## src/rtl/oneshot_pwm_pkg.sv

```systemverilog
package oneshot_pwm_pkg;
  localparam logic [1:0] MODE_ONESHOT = 2'b10;
endpackage

```

## src/rtl/oneshot_pwm_rst_sync.sv

```systemverilog
module oneshot_pwm_rst_sync (
  input  logic clk,
  input  logic rst_n,
  output logic rst_n_sync
);
  logic [1:0] stage_q;

  always_ff @(posedge clk or negedge rst_n) begin
    if (!rst_n) stage_q <= 2'b00;
    else        stage_q <= {stage_q[0], 1'b1};
  end

  assign rst_n_sync = stage_q[1];
endmodule

```

## src/rtl/oneshot_pwm_timebase.sv

```systemverilog
module oneshot_pwm_timebase
  import oneshot_pwm_pkg::*;
#(
  parameter int TW = 15
) (
  input  logic          clk,
  input  logic          rst_n,
  input  logic [1:0]    mode_i,
  input  logic          arm_i,
  input  logic [TW-1:0] period_i,
  output logic          run_o,
  output logic          start_o,
  output logic          pmatch_o,
  output logic [TW-1:0] tmr_o,
  output logic [TW-1:0] tmr_nxt_o,
  output logic          irq_o
);
  logic          run_q, run_d;
  logic [TW-1:0] tmr_q, tmr_d;
  logic          irq_q, irq_d;
  logic          start, pmatch, tmr_en;

  // next-state logic
  always_comb begin
    start  = arm_i & ~run_q & (mode_i == MODE_ONESHOT);
    pmatch = run_q & (tmr_q == period_i);
    tmr_en = run_q;
    if (start)       run_d = 1'b1;
    else if (pmatch) run_d = 1'b0;
    else             run_d = run_q;
    if (pmatch) tmr_d = '0;
    else        tmr_d = tmr_q + 1'b1;
    irq_d = pmatch;
  end

  // state registers
  always_ff @(posedge clk or negedge rst_n) begin
    if (!rst_n) begin
      run_q <= 1'b0;
      tmr_q <= '0;
      irq_q <= 1'b0;
    end else begin
      run_q <= run_d;
      irq_q <= irq_d;
      if (tmr_en) tmr_q <= tmr_d;
    end
  end

  assign run_o     = run_q;
  assign start_o   = start;
  assign pmatch_o  = pmatch;
  assign tmr_o     = tmr_q;
  assign tmr_nxt_o = tmr_d;
  assign irq_o     = irq_q;
endmodule

```

## src/rtl/oneshot_pwm_chan.sv

```systemverilog
module oneshot_pwm_chan #(
  parameter int TW = 15
) (
  input  logic          clk,
  input  logic          rst_n,
  input  logic          start_i,
  input  logic          run_i,
  input  logic          pmatch_i,
  input  logic [TW-1:0] tmr_nxt_i,
  input  logic [TW-1:0] duty_i,
  output logic          pwm_o
);
  logic pwm_q, pwm_d, ch_en;

  always_comb begin
    ch_en = start_i | run_i;
    if (start_i)                    pwm_d = (duty_i != '0);
    else if (pmatch_i)              pwm_d = 1'b0;
    else if (tmr_nxt_i == duty_i)   pwm_d = 1'b0;
    else                            pwm_d = pwm_q;
  end

  always_ff @(posedge clk or negedge rst_n) begin
    if (!rst_n)     pwm_q <= 1'b0;
    else if (ch_en) pwm_q <= pwm_d;
  end

  assign pwm_o = pwm_q;
endmodule

```

## src/rtl/oneshot_pwm.sv

```systemverilog
module oneshot_pwm #(
  parameter int NCH = 3,
  parameter int TW  = 15
) (
  input  logic              clk,
  input  logic              rst_n,
  input  logic [1:0]        mode_i,
  input  logic              arm_i,
  input  logic [TW-1:0]     period_i,
  input  logic [NCH*TW-1:0] duty_i,
  output logic [NCH-1:0]    pwm_o,
  output logic              run_o,
  output logic              irq_o
);
  logic          rst_n_s;
  logic          start_w, pmatch_w;
  logic [TW-1:0] tmr_w, tmr_nxt_w;

  oneshot_pwm_rst_sync u_rst (
    .clk(clk), .rst_n(rst_n), .rst_n_sync(rst_n_s)
  );

  oneshot_pwm_timebase #(.TW(TW)) u_tb (
    .clk(clk), .rst_n(rst_n_s), .mode_i(mode_i), .arm_i(arm_i),
    .period_i(period_i), .run_o(run_o), .start_o(start_w),
    .pmatch_o(pmatch_w), .tmr_o(tmr_w), .tmr_nxt_o(tmr_nxt_w),
    .irq_o(irq_o)
  );

  for (genvar k = 0; k < NCH; k++) begin : g_ch
    oneshot_pwm_chan #(.TW(TW)) u_ch (
      .clk(clk), .rst_n(rst_n_s), .start_i(start_w), .run_i(run_o),
      .pmatch_i(pmatch_w), .tmr_nxt_i(tmr_nxt_w),
      .duty_i(duty_i[k*TW +: TW]), .pwm_o(pwm_o[k])
    );
  end
endmodule

```

## config.mk

```make
export PLATFORM = sky130hd
export DESIGN_NAME = oneshot_pwm
export DESIGN_NICKNAME = d
export VERILOG_FILES = /design/src/rtl/oneshot_pwm_pkg.sv /design/src/rtl/oneshot_pwm_rst_sync.sv /design/src/rtl/oneshot_pwm_timebase.sv /design/src/rtl/oneshot_pwm_chan.sv /design/src/rtl/oneshot_pwm.sv
export SDC_FILE = /design/constraint.sdc
export NUM_CORES = 1
export LEC_CHECK = 0
export ABC_AREA = 1
export BUFFER_PORTS_ARGS = -buffer_cell sky130_fd_sc_hd__buf_2
export CORE_ASPECT_RATIO = 1.5
export CORE_MARGIN = 10
export CORE_UTILIZATION = 43
export DETAILED_ROUTE_END_ITERATION = 7
export PLACE_DENSITY_LB_ADDON = 0.15
export SYNTH_ARGS = -nofsm -noshare
export SYNTH_HDL_FRONTEND = slang
export SYNTH_HIERARCHICAL = 1
export SYNTH_SLANG_ARGS = --single-unit
```

## constraint.sdc

```tcl
create_clock -name clk -period 0.8 [get_ports clk]
set_input_delay 0.04 -clock clk [delete_from_list [all_inputs] [get_ports clk]]
set_output_delay 0.04 -clock clk [all_outputs]
set_load 0.01 [all_outputs]
```

After elaboration in Yosys (flattened, before gate mapping)
Cells that the tools add are included.
{"block": "totals", "register_bits": 22, "latchBits": 0, "ram_bits": 0, "romBits": 0, "out_inout_bits": 5, "word_cells": 40, "mem_count": 0}
{"block": "op_classes", "add_sub_neg": 1, "n_mul": 0, "n_div": 0, "n_lt_le_gt_ge": 0, "eq_ne": 5, "n_shift": 0, "mux": 12, "bitwise": 5, "reduce_logical": 10}
{"operator": "$eq 15x15->1", "count": 4}
{"operator": "$reduce_bool 15->1", "count": 3}
{"operator": "$add 15x1->15 const B", "count": 1}
{"operator": "$mux 15", "count": 1}
{"operator": "$mux 1", "count": 11}
{"operator": "$reduce_bool 3->1", "count": 3}
{"operator": "$reduce_and 2->1", "count": 3}
{"operator": "$and 1x1->1", "count": 3}
{"operator": "$eq 2x2->1 const B", "count": 1}
{"operator": "$reduce_bool 2->1", "count": 1}
{"operator": "$not 1->1", "count": 1}
{"operator": "$or 1x1->1", "count": 1}

Longest topological paths before layout
Gate-level depths: netlist of run 1.
{"block": "depth", "ltp_word": 7, "mapped_depth": 22, "mapped_depth_nobuf": 20}

Cells and area by module
Netlist of run 1, hierarchy kept.
{"mod": "oneshot_pwm_timebase", "instances": 1, "cells_each": 250, "area_each_um2": 1465.2, "seq_area_each_um2": 425.4}
{"mod": "oneshot_pwm_chan", "instances": 3, "cells_each": 92, "area_each_um2": 386.6, "seq_area_each_um2": 25.0}
{"mod": "oneshot_pwm_rst_sync", "instances": 1, "cells_each": 3, "area_each_um2": 53.8, "seq_area_each_um2": 50.0}

Least setup slack after synthesis of run 1
Ideal clock, no wire load.
{"block": "synth_path", "path_kind": "register -> register", "from": "reg u_tb.tmr_q[0], in the netlist u_tb/tmr_o[0]", "to": "reg g_ch[0].u_ch.pwm_q", "setup_time_ps": 117, "arrival_time_ps": 1858, "path_slack_ps": -1175, "stages_incl_launch_ff": 21, "n_path_buf": 0, "path_cell_list": "dfrtp_1 > ha_1 > nand3_1 > nor2_2 > nand3_1 > nand2_1 > nand2_1 > inv_2 > nand2_1 > inv_1 > nand2_1 > inv_1 > nor2_1 > nor2_1 > nand2_1 > nor2_1 > nand2_1 > nand2_1 > nand2_1 > nand2_1 > nand2_1"}
{"block": "synth_via", "elab_chain_cells": 6, "word_cells_on_any_way": 9, "cone_classes": "add/sub (1); eq/ne (2); mux (3); bitwise (1); reduce/logical (2)"}
{"element": "from (decl)", "line_no": "oneshot_pwm_timebase.sv:19", "source": "logic [TW-1:0] tmr_q, tmr_d;"}
{"element": "from (signal assigned)", "line_no": "oneshot_pwm_timebase.sv:45", "source": "if (tmr_en) tmr_q <= tmr_d;"}
{"element": "branches (longest 2 deep; another with $add 15x1->15)"}
{"element": "$mux 15 (*)", "line_no": "oneshot_pwm_timebase.sv:31", "source": "if (pmatch) tmr_d = '0;"}
{"element": "via tmr_nxt_w[14]", "line_no": "oneshot_pwm.sv:17", "source": "logic [TW-1:0] tmr_w, tmr_nxt_w;"}
{"element": "$eq 15x15->1 (*)", "line_no": "oneshot_pwm_chan.sv:19", "source": "else if (tmr_nxt_i == duty_i) pwm_d = 1'b0;"}
{"element": "$reduce_bool 3->1 (no line) (*)"}
{"element": "$reduce_and 2->1 (no line) (*)"}
{"element": "to (signal assigned)", "line_no": "oneshot_pwm_chan.sv:25", "source": "else if (ch_en) pwm_q <= pwm_d;"}
{"element": "to (decl)", "line_no": "oneshot_pwm_chan.sv:13", "source": "logic pwm_q, pwm_d, ch_en;"}
Mark *: on every way through the listed nets, which the timed path passes.
A chain may end at the register's enable or synchronous reset.

Worst setup path after layout of run 1
{"block": "layout_path", "from": "reg u_tb.tmr_q[10], in the netlist u_tb/tmr_o[10]", "to": "reg g_ch[1].u_ch.pwm_q"}
{"block": "layout_via", "elab_chain_cells": 6, "word_cells_on_any_way": 9, "cone_classes": "add/sub (1); eq/ne (2); mux (3); bitwise (1); reduce/logical (2)"}
{"element": "$eq 15x15->1", "line_no": "oneshot_pwm_timebase.sv:26", "source": "pmatch = run_q & (tmr_q == period_i);"}
{"element": "$and 1x1->1", "line_no": "oneshot_pwm_timebase.sv:26"}
{"element": "$mux 15", "line_no": "oneshot_pwm_timebase.sv:31"}
{"element": "via tmr_nxt_w[3]", "line_no": "oneshot_pwm.sv:17"}
{"element": "$eq 15x15->1", "line_no": "oneshot_pwm_chan.sv:19"}
{"element": "$reduce_bool 3->1 (no line)"}
{"element": "$reduce_and 2->1 (no line)"}
{"element": "to (signal assigned)", "line_no": "oneshot_pwm_chan.sv:25"}
{"element": "to (decl)", "line_no": "oneshot_pwm_chan.sv:13"}
The timed path passes the listed nets, and every way through them passes these cells.

==> flow_summary.ini, run 1 <==
[cts]
cts_made_buffers = 3
cts_tree = yes
cts.sinks = 22
clockRootBuffer = clkbuf_8
cts_max_level = 1
clock_path_buffers = 2
clkLatencyLatePin_ns = 0.27
clkTransAtPathRegs_ns = 0.09

[timing]
hold_viol_final = 0
fin_crit_ns = 2.16
holdWs_ns = 0.0731
max_freq_mhz = 463
timing.final.crit_share_pct = 270
slew_viol_final = 0
skew_ns = 0.00664
setup_slack_ns = -1.36
rsz0062_at_grt = yes
final-setup-viol-count = 25
final.setup.tns_ns = -18.47

[final_layout]
fill_cells = 582
n_antenna_cell = 0
drive_above_1_share_pct = 34.9
fin_util_pct = 65.3
final_area_sq_um = 3970
syn_to_final_growth_pct = 48.3
num-nets-final = 735

[worst_setup_path]
path_cells = inv_2 -> nand2_1 -> nand2_1 -> nor2_1 -> nand2_1 -> nor2_4 -> nand3_4 -> nand2_1 -> inv_2 -> inv_1 -> nand2_1 -> nand2_1 -> nand3_1 -> nor2_1 -> nand2_1 -> nand2_1 -> nand2_1 -> nand2_1 -> nand2_1
crit_arrival_ns = 2.33
crit_slowest_cell = dfrtp_1
cp_top_family = simple AND/OR/NAND/NOR gates
crit_start = u_tb/tmr_o[10]
worst-setup-path-type = reg -> reg
cpMostUsedCell = nand2_1
reg2reg_depth = 19
r2r_setup_slack_ns = -1.36
cp_num_buf_inv = 3
max_stage_delay_ns = 0.40
cp_num_cells = 19
crit_fanout = 8
endpoint_kind = register
rr_endpoint = g_ch[1].u_ch/pwm_o
worst_setup_path_start_kind = register
r2r_start = u_tb/tmr_o[10]
crit_required_ns = 0.97

[yosys]
synth_area_leader_cell = nand2_1
synth.area.top_cells = nand2_1 (33%), dfrtp_1 (21%), inv_1 (15%), nor2_1 (9.9%), nand3_1 (4.9%)
synth-seq-area-share_pct = 20.6
syn_nets = 595
ys_ff_latch = 22
synthesis.area_sq_um = 2680
synth_cell_type_count = 26
yosys.area.top_type_share_pct = 33.2
yosysWarnings = 6
avgSynthCellArea_sq_um = 5.06
syn_inst = 529

[die]
core_area_sq_um = 6090
die_width_um = 84.4
die_y_um = 117
placementRows = 35
io_pins = 70
initial_core_util_pct = 44.0
dieArea_sq_um = 9850

[job]
maxCapViolations = 0

[global_route]
grt_use_total_pct = 18.2
grt_max_degree = 22
grt_pass1_vias = 3450
overflow = 0
grt_pass1_wl_mm = 14.9
antenna_found_initial = 0

[power]
p_per_area_nw_per_um2 = 2210
power_leakage_nw = 2.45
max-vdd-ir-drop_mv = 1.81

[drt]
viasPerCell = 4.58
drtAntennaViolNets = 0
vias = 3402
drtIter0Drc = 190
first_pass_iters = 5
post_drt_wl_per_cell_um = 12.6
routed_wl_mm = 9.34
drc = 0

[min_path]
hold_path.class = in -> async

[place]
placed_area_sq_um = 3620
dp_hpwl_mm = 7.45
globalplace.congestion = 0.870
portBuffers = 69

[run_status]
outcome = finished with violations
failed_checks = setup timing
registers in the layout, summed over array words and instances (netlist names):
name             count
g_ch.u_ch/pwm_o      3
u_rst/stage_q        2
u_tb/irq_o           1
u_tb/run_o           1
u_tb/tmr_o          15
worst max-delay path by stage:
stage	to	slack (ns)
floorplan	g_ch[0].u_ch/pwm_o	-1.12
global placement	g_ch[2].u_ch/pwm_o	-1.41
detailed placement	g_ch[2].u_ch/pwm_o	-1.44
CTS	g_ch[1].u_ch/pwm_o	-1.40
global route	g_ch[2].u_ch/pwm_o	-1.60
finish	g_ch[1].u_ch/pwm_o	-1.36
stage by stage:
stage,power (mW),std cells,setup WS (ns)
floorplan,4.97,529,-1.12
finish,8.77,742,-1.36
detailed placement,6.99,724,-1.44
global placement,6.87,724,-1.41
CTS,8.35,733,-1.40
global route,9.62,742,-1.60
per-layer routing:
layer	track usage [%]	wire length [um]
met1	18.2	3690
met2	35.7	4900
met3	2.79	419
met4	8.81	335
met5	0	0
timing repair:
item                                   4_1_cts  5_1_grt
pin swaps                                    9       19
gates cloned                                 1        1
resized for setup                           17       33
endpoints found under the hold margin        2        0
setup buffers                                3        9
setup endpoints to repair                   25       25
hold buffers                                 1        0
cell usage in the layout, fill, tap and decap left out, types with 6 or more instances in the layout:
master | Yosys | layout
nor2_4 | 2 | 6
nor2_2 | 3 | 12
nand2_2 | 2 | 14
nand2_1 | 237 | 224
nand4_1 | 7 | 7
dfrtp_1 | 22 | 16
nor4_1 | 9 | 9
nor2_1 | 71 | 58
buf_2 | 1 | 67
inv_1 | 109 | 94
buf_4 | 1 | 66
nand3_1 | 26 | 13
dfrtp_2 | 0 | 6
inv_2 | 12 | 26
nand3_2 | 0 | 12
worst register-to-register path: cells and delay by family, from the launching register on:
kind	cells	cell delay [ns]
simple gates	16	1.48
flops	1	0.40
buf+inv	3	0.17
Yosys cell counts, drive strengths merged:
library cell  number
and3               1
buf                5
clkbuf             1
conb               1
dfrtp             22
ha                 1
inv              121
nand2            240
nand3             27
nand4              7
nor2              76
nor3               4
nor4               9
or2                3
xnor2              4
xor2               7
power breakdown:
part / total [mW] / internal (mW) / switching, mW
combinational: 5.76 / 2.63 / 3.12
clock: 1.09 / 0.670 / 0.416
sequential: 1.93 / 1.47 / 0.465
total: 8.77 / 4.77 / 4.00
kinds of logic after synthesis:
kind of cell | Yosys count | synth area share [%]
simple gates | 367 | 56.7
buf+inv | 127 | 18.5
flops | 22 | 20.6
xor+xnor | 11 | 3.60
fa+ha+maj | 1 | 0.467
other cells | 1 | 0.140
layout make-up:
type                       count  area, sq um  share of cell area [%]
clock buffer                   3         41.3                    1.04
clock inverter                 1         30.0                   0.756
inverter                     121          459                    11.6
multi-input combinational    381         1850                    46.6
sequential                    22          558                    14.0
tap                           74         92.6                    2.33
timing repair buffer         140          940                    23.6
Power figures use the tool's default switching activity.
==> run 2, diff against run 1 <==
- MAX_ROUTING_LAYER: unset -> met4
==> run 2 against run 1 <==
Net effect:
- final area increased by 1.8%
- largest cell class unchanged
- worst setup slack got worse by 0.033 ns
- non-clock buffer count increased by 2
- die area unchanged
- combinational power increased by 2%
- the flow still finishes with violations (setup timing)
==> flow_summary.ini, run 2 (synthesis results as in run 1) <==
[worst_setup_path]
crit_fanout = 6
worst_setup_path_start_kind = register
endpoint_kind = register
worst-setup-path-type = reg -> reg
crit_arrival_ns = 2.37
crit_required_ns = 0.98

[cts]
clkLatencyLatePin_ns = 0.27
cts.sinks = 22
cts_tree = yes
clockRootBuffer = clkbuf_8
cts_max_level = 1
clkTransAtPathRegs_ns = 0.09
cts_made_buffers = 3
clock_path_buffers = 2

[drt]
drc = 0
vias = 3513
drtIter0Drc = 153
routed_wl_mm = 9.71
viasPerCell = 4.72
first_pass_iters = 4
post_drt_wl_per_cell_um = 13.0
drtAntennaViolNets = 0

[place]
dp_hpwl_mm = 7.60
portBuffers = 69
globalplace.congestion = 0.897
dp_cells = 726
placed_area_sq_um = 3630

[job]
maxCapViolations = 0

[die]
initial_core_util_pct = 44.0
io_pins = 70
placementRows = 35
dieArea_sq_um = 9850
core_area_sq_um = 6090
die_width_um = 84.4
die_y_um = 117

[timing]
max_freq_mhz = 456
final-setup-viol-count = 25
setup_slack_ns = -1.39
fin_crit_ns = 2.19
rsz0062_at_grt = yes
skew_ns = 0.00634
hold_viol_final = 0
slew_viol_final = 0
timing.final.crit_share_pct = 274
final.setup.tns_ns = -18.50

[power]
power_leakage_nw = 2.46
sequentialPowerShare_pct = 22.4
p_per_area_nw_per_um2 = 2150
max-vdd-ir-drop_mv = 1.99
power.share.combinational_pct = 67.8
swShare_pct = 47.1
p_int_mw = 4.60
p_sw_mw = 4.10
clock_power_share_pct = 9.9

[final_layout]
final_common_cell = nand2_1
syn_to_final_growth_pct = 51.0
num-nets-final = 738
largest_reg_flops = 15
drive_above_1_share_pct = 35.6
final_area_sq_um = 4050
final_cells = 745
n_antenna_cell = 0
final_cell_mix = nand2_1 (221), inv_1 (93), buf_2 (69), nor2_1 (64), buf_4 (60)

[run_status]
failed_checks = setup timing
outcome = finished with violations

[global_route]
grt_pass1_wl_mm = 15.2
antenna_found_initial = 0
grt_pass1_vias = 3386
grt_use_total_pct = 19.0
grt_max_degree = 22
overflow = 0

[min_path]
hold_path.class = in -> async
==> run 2: cell types whose count changed in the layout (fill, tap and decap cells not counted), moves of 2 or more <==
cell / before / now
buf_6: 3 / 9
nand3_2: 12 / 14
nand2_8: 0 / 2
buf_4: 66 / 60
nand2_2: 14 / 16
buf_2: 67 / 69
nand2_1: 224 / 221
nand3_1: 13 / 11
nor2_2: 12 / 6
nor2_1: 58 / 64
==> run 2: final timing paths <==
path / depth (start not counted) / startpoint / slack, ns / endpoint
hold reg to reg: 1 / u_rst/stage_q[1] / 0.22 / u_tb/tmr_o[1]
hold / removal: 2 / rst_n / 0.06 / u_rst/stage_q[1]
min in group clk: 5 / duty_i[44] / 0.14 / g_ch[2].u_ch/pwm_o
setup reg to reg: 21 / u_tb/tmr_o[0] / -1.39 / g_ch[0].u_ch/pwm_o
setup / recovery: 21 / u_tb/tmr_o[0] / -1.39 / g_ch[0].u_ch/pwm_o
max in group asynchronous: 1 / u_rst/stage_q[1] / 0.42 / u_tb/tmr_o[7]
==> run 2: power groups by stage <==
| stage | Sequential (mW) | Clock (mW) | Combinational, mW |
|---|---|---|---|
| final | 1.94 | 0.858 | 5.90 |
| after global routing | 1.99 | 0.919 | 6.61 |
| after CTS | 1.86 | 0.879 | 5.41 |
| after detailed placement | 1.86 | 0 | 5.15 |
| after global placement | 1.85 | 0 | 5.04 |
| after floorplan | 1.82 | 0 | 3.15 |
==> run 2: timing repair <==
item	4_1_cts	5_1_grt
pin swaps	11	20
buffers inserted	6	11
hold buffers	1	0
resized for setup	24	41
cloned	1	2
hold endpoints to repair	2	0
endpoints found under the setup margin	25	25
==> run 2: layout make-up <==
cell class                      instances  area [sq um]
Clock buffer                            4          55.1
Multi-Input combinational cell        382          1900
Timing Repair Buffer                  142           972
Sequential cell                        22           559
Fill cell                             599          2040
Tap cell                               74          92.6
Inverter                              121           462
==> run 2: worst max-delay path, stage by stage, from the launching register on <==
cell and delay, ns:
dfrtp_2 0.44, ha_4 0.17, nand3_4 0.09, nor2_4 0.15, buf_4 0.14, nand2_1 0.06, nand2_1 0.07, nand2_1 0.05
inv_1 0.08, nand2_2 0.06, inv_2 0.09, nand2_1 0.06, inv_1 0.05, nor2_1 0.03, nor2_1 0.12, nand2_1 0.08
nor2_2 0.10, nand2_1 0.06, nand2_1 0.05, nand2_1 0.04, nand2_1 0.05, nand2_1 0.04
==> run 2: metal layers <==
metal,global-route usage (%),wire length (um),up-vias
li1,-,-,1821
met1,19.1,3690,1577
met2,36.7,5280,87
met3,2.37,357,28
met4,6.83,374,0
met5,-,0,-
==> run 2: metrics by stage <==
stage | worst slack [ns] | util (%) | total power, mW | hold slack [ns]
after floorplan | -1.12 | - | 4.97 | -0.256
final | -1.39 | 66.5 | 8.70 | 0.0614
after global placement | -1.44 | 59.7 | 6.89 | -0.175
after CTS | -1.39 | 62.8 | 8.15 | 0.0653
after global routing | -1.59 | 66.5 | 9.52 | 0.0659
after detailed placement | -1.44 | 59.7 | 7.01 | -0.172
==> run 3, diff against run 2 <==
- ABC_AREA: 1 -> 0
==> run 3 against run 2 <==
Net effect:
- final cell count decreased by 44%
- clock power decreased by 15%
- die area decreased by 18%
- the flow still finishes with violations (setup timing)
- flip-flop and latch count unchanged
- critical path type unchanged
- critical path depth decreased by 12
- first-iteration DRC count decreased by 58%
- wire length decreased by 21%
==> flow_summary.ini, run 3 <==
[final_layout]
n_antenna_cell = 0
largest_reg_flops = 15
final_cell_mix = buf_2 (67), xnor2_1 (53), buf_4 (48), dfrtp_1 (21), xor2_1 (16)
num-nets-final = 423
fin_util_pct = 69.4
final_common_cell = buf_2
syn_to_final_growth_pct = 53.5
final_cells = 419
drive_above_1_share_pct = 48.2

[timing]
slew_viol_final = 0
tightest_slew_ns = 0.525
timing.final.crit_share_pct = 301
max_freq_mhz = 415
fin_crit_ns = 2.41
rsz0062_at_grt = yes
setup_slack_ns = -1.61
skew_ns = 0.00225
hold_viol_final = 0
final-setup-viol-count = 24
relSlewSlack_pct = 64.9

[cts]
cts_max_level = 1
clock_path_buffers = 2
cts_tree = yes
clockRootBuffer = clkbuf_8
cts.sinks = 22
clkTransAtPathRegs_ns = 0.08
cts_made_buffers = 3
clkLatencyLatePin_ns = 0.27

[drt]
drc = 0
routed_wl_mm = 7.64
drtIter0Drc = 65
vias = 2270
first_pass_iters = 6
post_drt_wl_per_cell_um = 18.2
viasPerCell = 5.42
drtAntennaViolNets = 0

[yosys]
synth_top_family_by_area = XOR/XNOR gates
syn_nets = 305
synth_area_leader_cell = dfrtp_1
yosysMostFrequentCell = xnor2_1
yosysWarnings = 6
synth-compound-area-share_pct = 7.85
syn_inst = 239
synth-seq-area-share_pct = 26.6
synthSimpleGateAreaFrac_pct = 28.6
synth.area.top_cells = dfrtp_1 (27%), xnor2_1 (23%), xor2_1 (6.8%), nand4_1 (4.5%), nor4_1 (4.5%)
yosys.area.top_type_share_pct = 26.6
synth_cell_type_count = 34
synthTopCellsByCount = xnor2_1 (55), dfrtp_1 (22), xor2_1 (16)
avgSynthCellArea_sq_um = 8.66
ys_ff_latch = 22
muxShareOfSynthArea_pct = 0.483
synth_flop_cell = dfrtp_1
synth-adder-area-share_pct = 0.604
synthesis.area_sq_um = 2070
async_reset_ff_share_pct = 100
synth-edff-count = 0
synthXorXnorAreaFrac_pct = 30.8

[global_route]
grt_use_total_pct = 19.1
overflow = 0
grt_max_degree = 21
grt_pass1_vias = 2522
antenna_found_initial = 0
grt_pass1_wl_mm = 12.3

[place]
portBuffers = 69
dp_cells = 402
globalplace.congestion = 0.985
dp_hpwl_mm = 5.86
place_ws_ns = -1.81

[worst_setup_path]
cpMostUsedCell = nor4_4
crit_arrival_ns = 2.56
cp_num_buf_inv = 1
crit_fanout = 11
cp_top_family = simple AND/OR/NAND/NOR gates
worst_setup_path_start_kind = register
crit_required_ns = 0.96
path_cells = xor2_1 -> nor4_4 -> and4_4 -> buf_8 -> nor2_1 -> xnor2_1 -> nand3_2 -> nor4_4 -> o41ai_1
endpoint_kind = register
worst-setup-path-type = reg -> reg
max_stage_delay_ns = 0.48
crit_slowest_cell = dfrtp_1

[power]
power.total_mw = 6.09
power_leakage_nw = 1.39
max-vdd-ir-drop_mv = 1.31
p_per_area_nw_per_um2 = 1920

[run_status]
outcome = finished with violations
failed_checks = setup timing

[die]
dieArea_sq_um = 8050
core_area_sq_um = 4580
placementRows = 30
initial_core_util_pct = 45.2
die_y_um = 105
die_width_um = 76.7
io_pins = 70

[min_path]
hold_path.class = in -> async

[job]
maxCapViolations = 0
-- run 3: cell count changes after synthesis, sizes merged, moves of 5 or more --
| cell | previous run | this run |
|---|---|---|
| a21oi | 0 | 5 |
| a31o | 0 | 6 |
| and3 | 1 | 7 |
| buf | 5 | 11 |
| inv | 121 | 3 |
| nand2 | 240 | 6 |
| nand3 | 27 | 10 |
| nand4 | 7 | 15 |
| nor2 | 76 | 15 |
| nor2b | 0 | 14 |
| nor3 | 4 | 14 |
| nor4 | 9 | 15 |
| xnor2 | 4 | 55 |
| xor2 | 7 | 17 |
-- run 3: per-layer routing --
metal  up-vias  wire length (um)  GRT usage (%)  share of wire (%)
li1       1085                 -              -                  -
met1      1034              3110           21.6                 41
met2       126              3630           30.7                 48
met3        25               493           3.43                6.4
met4         0               406           10.8                5.3
met5         -                 0              -                  0
-- run 3: area by class of cell --
type / count / area [sq um]
Tap cell: 64 / 80.1
Sequential cell: 22 / 552
Inverter: 3 / 11.3
Multi-Input combinational cell: 200 / 1620
Timing Repair Buffer: 127 / 876
Clock buffer: 3 / 41.3
Fill cell: 391 / 1400
-- run 3: final timing paths --
check / depth (start not counted) / start / end / slack [ns]
min: 2 / rst_n / u_rst/stage_q[1] / 0.08
min in group clk: 5 / duty_i[2] / g_ch[0].u_ch/pwm_o / 0.13
max reg2reg: 9 / u_tb/tmr_o[8] / g_ch[0].u_ch/pwm_o / -1.61
max in group asynchronous: 1 / u_rst/stage_q[1] / u_tb/run_o / 0.43
max: 9 / u_tb/tmr_o[8] / g_ch[0].u_ch/pwm_o / -1.61
min reg2reg: 1 / u_rst/stage_q[1] / u_tb/tmr_o[8] / 0.21
-- run 3: timing repair --
item,4_1_cts,5_1_grt
hold endpoints to repair,2,0
buffers inserted,14,3
endpoints found under the setup margin,25,25
hold buffers,1,0
pin swaps,20,4
resized for setup,30,10
gates cloned,1,0
-- run 3: cells by family (layout without fill, tap and decap cells) --
logic type	after synthesis	after routing
mux	1	1
xor+xnor	72	72
simple gates	102	102
compound gates	23	23
other cells	1	1
flops	22	22
fa+ha+maj	1	1
buf+inv	17	133
-- run 3: through the flow --
| stage | instance area [sq um] | hold slack (ns) | setup TNS, ns |
|---|---|---|---|
| floorplan | 2150 | -0.256 | -18.11 |
| global placement | 2810 | -0.175 | -20.43 |
| detailed placement | 2810 | -0.172 | -21.08 |
| CTS | 3120 | 0.0708 | -20.40 |
| global route | 3180 | 0.0737 | -23.47 |
| finish | 3180 | 0.0756 | -21.24 |
-- run 3: power by group --
part	switching (mW)	internal, mW
Clock	0.392	0.337
Sequential	0.203	1.32
Combinational	1.90	1.94
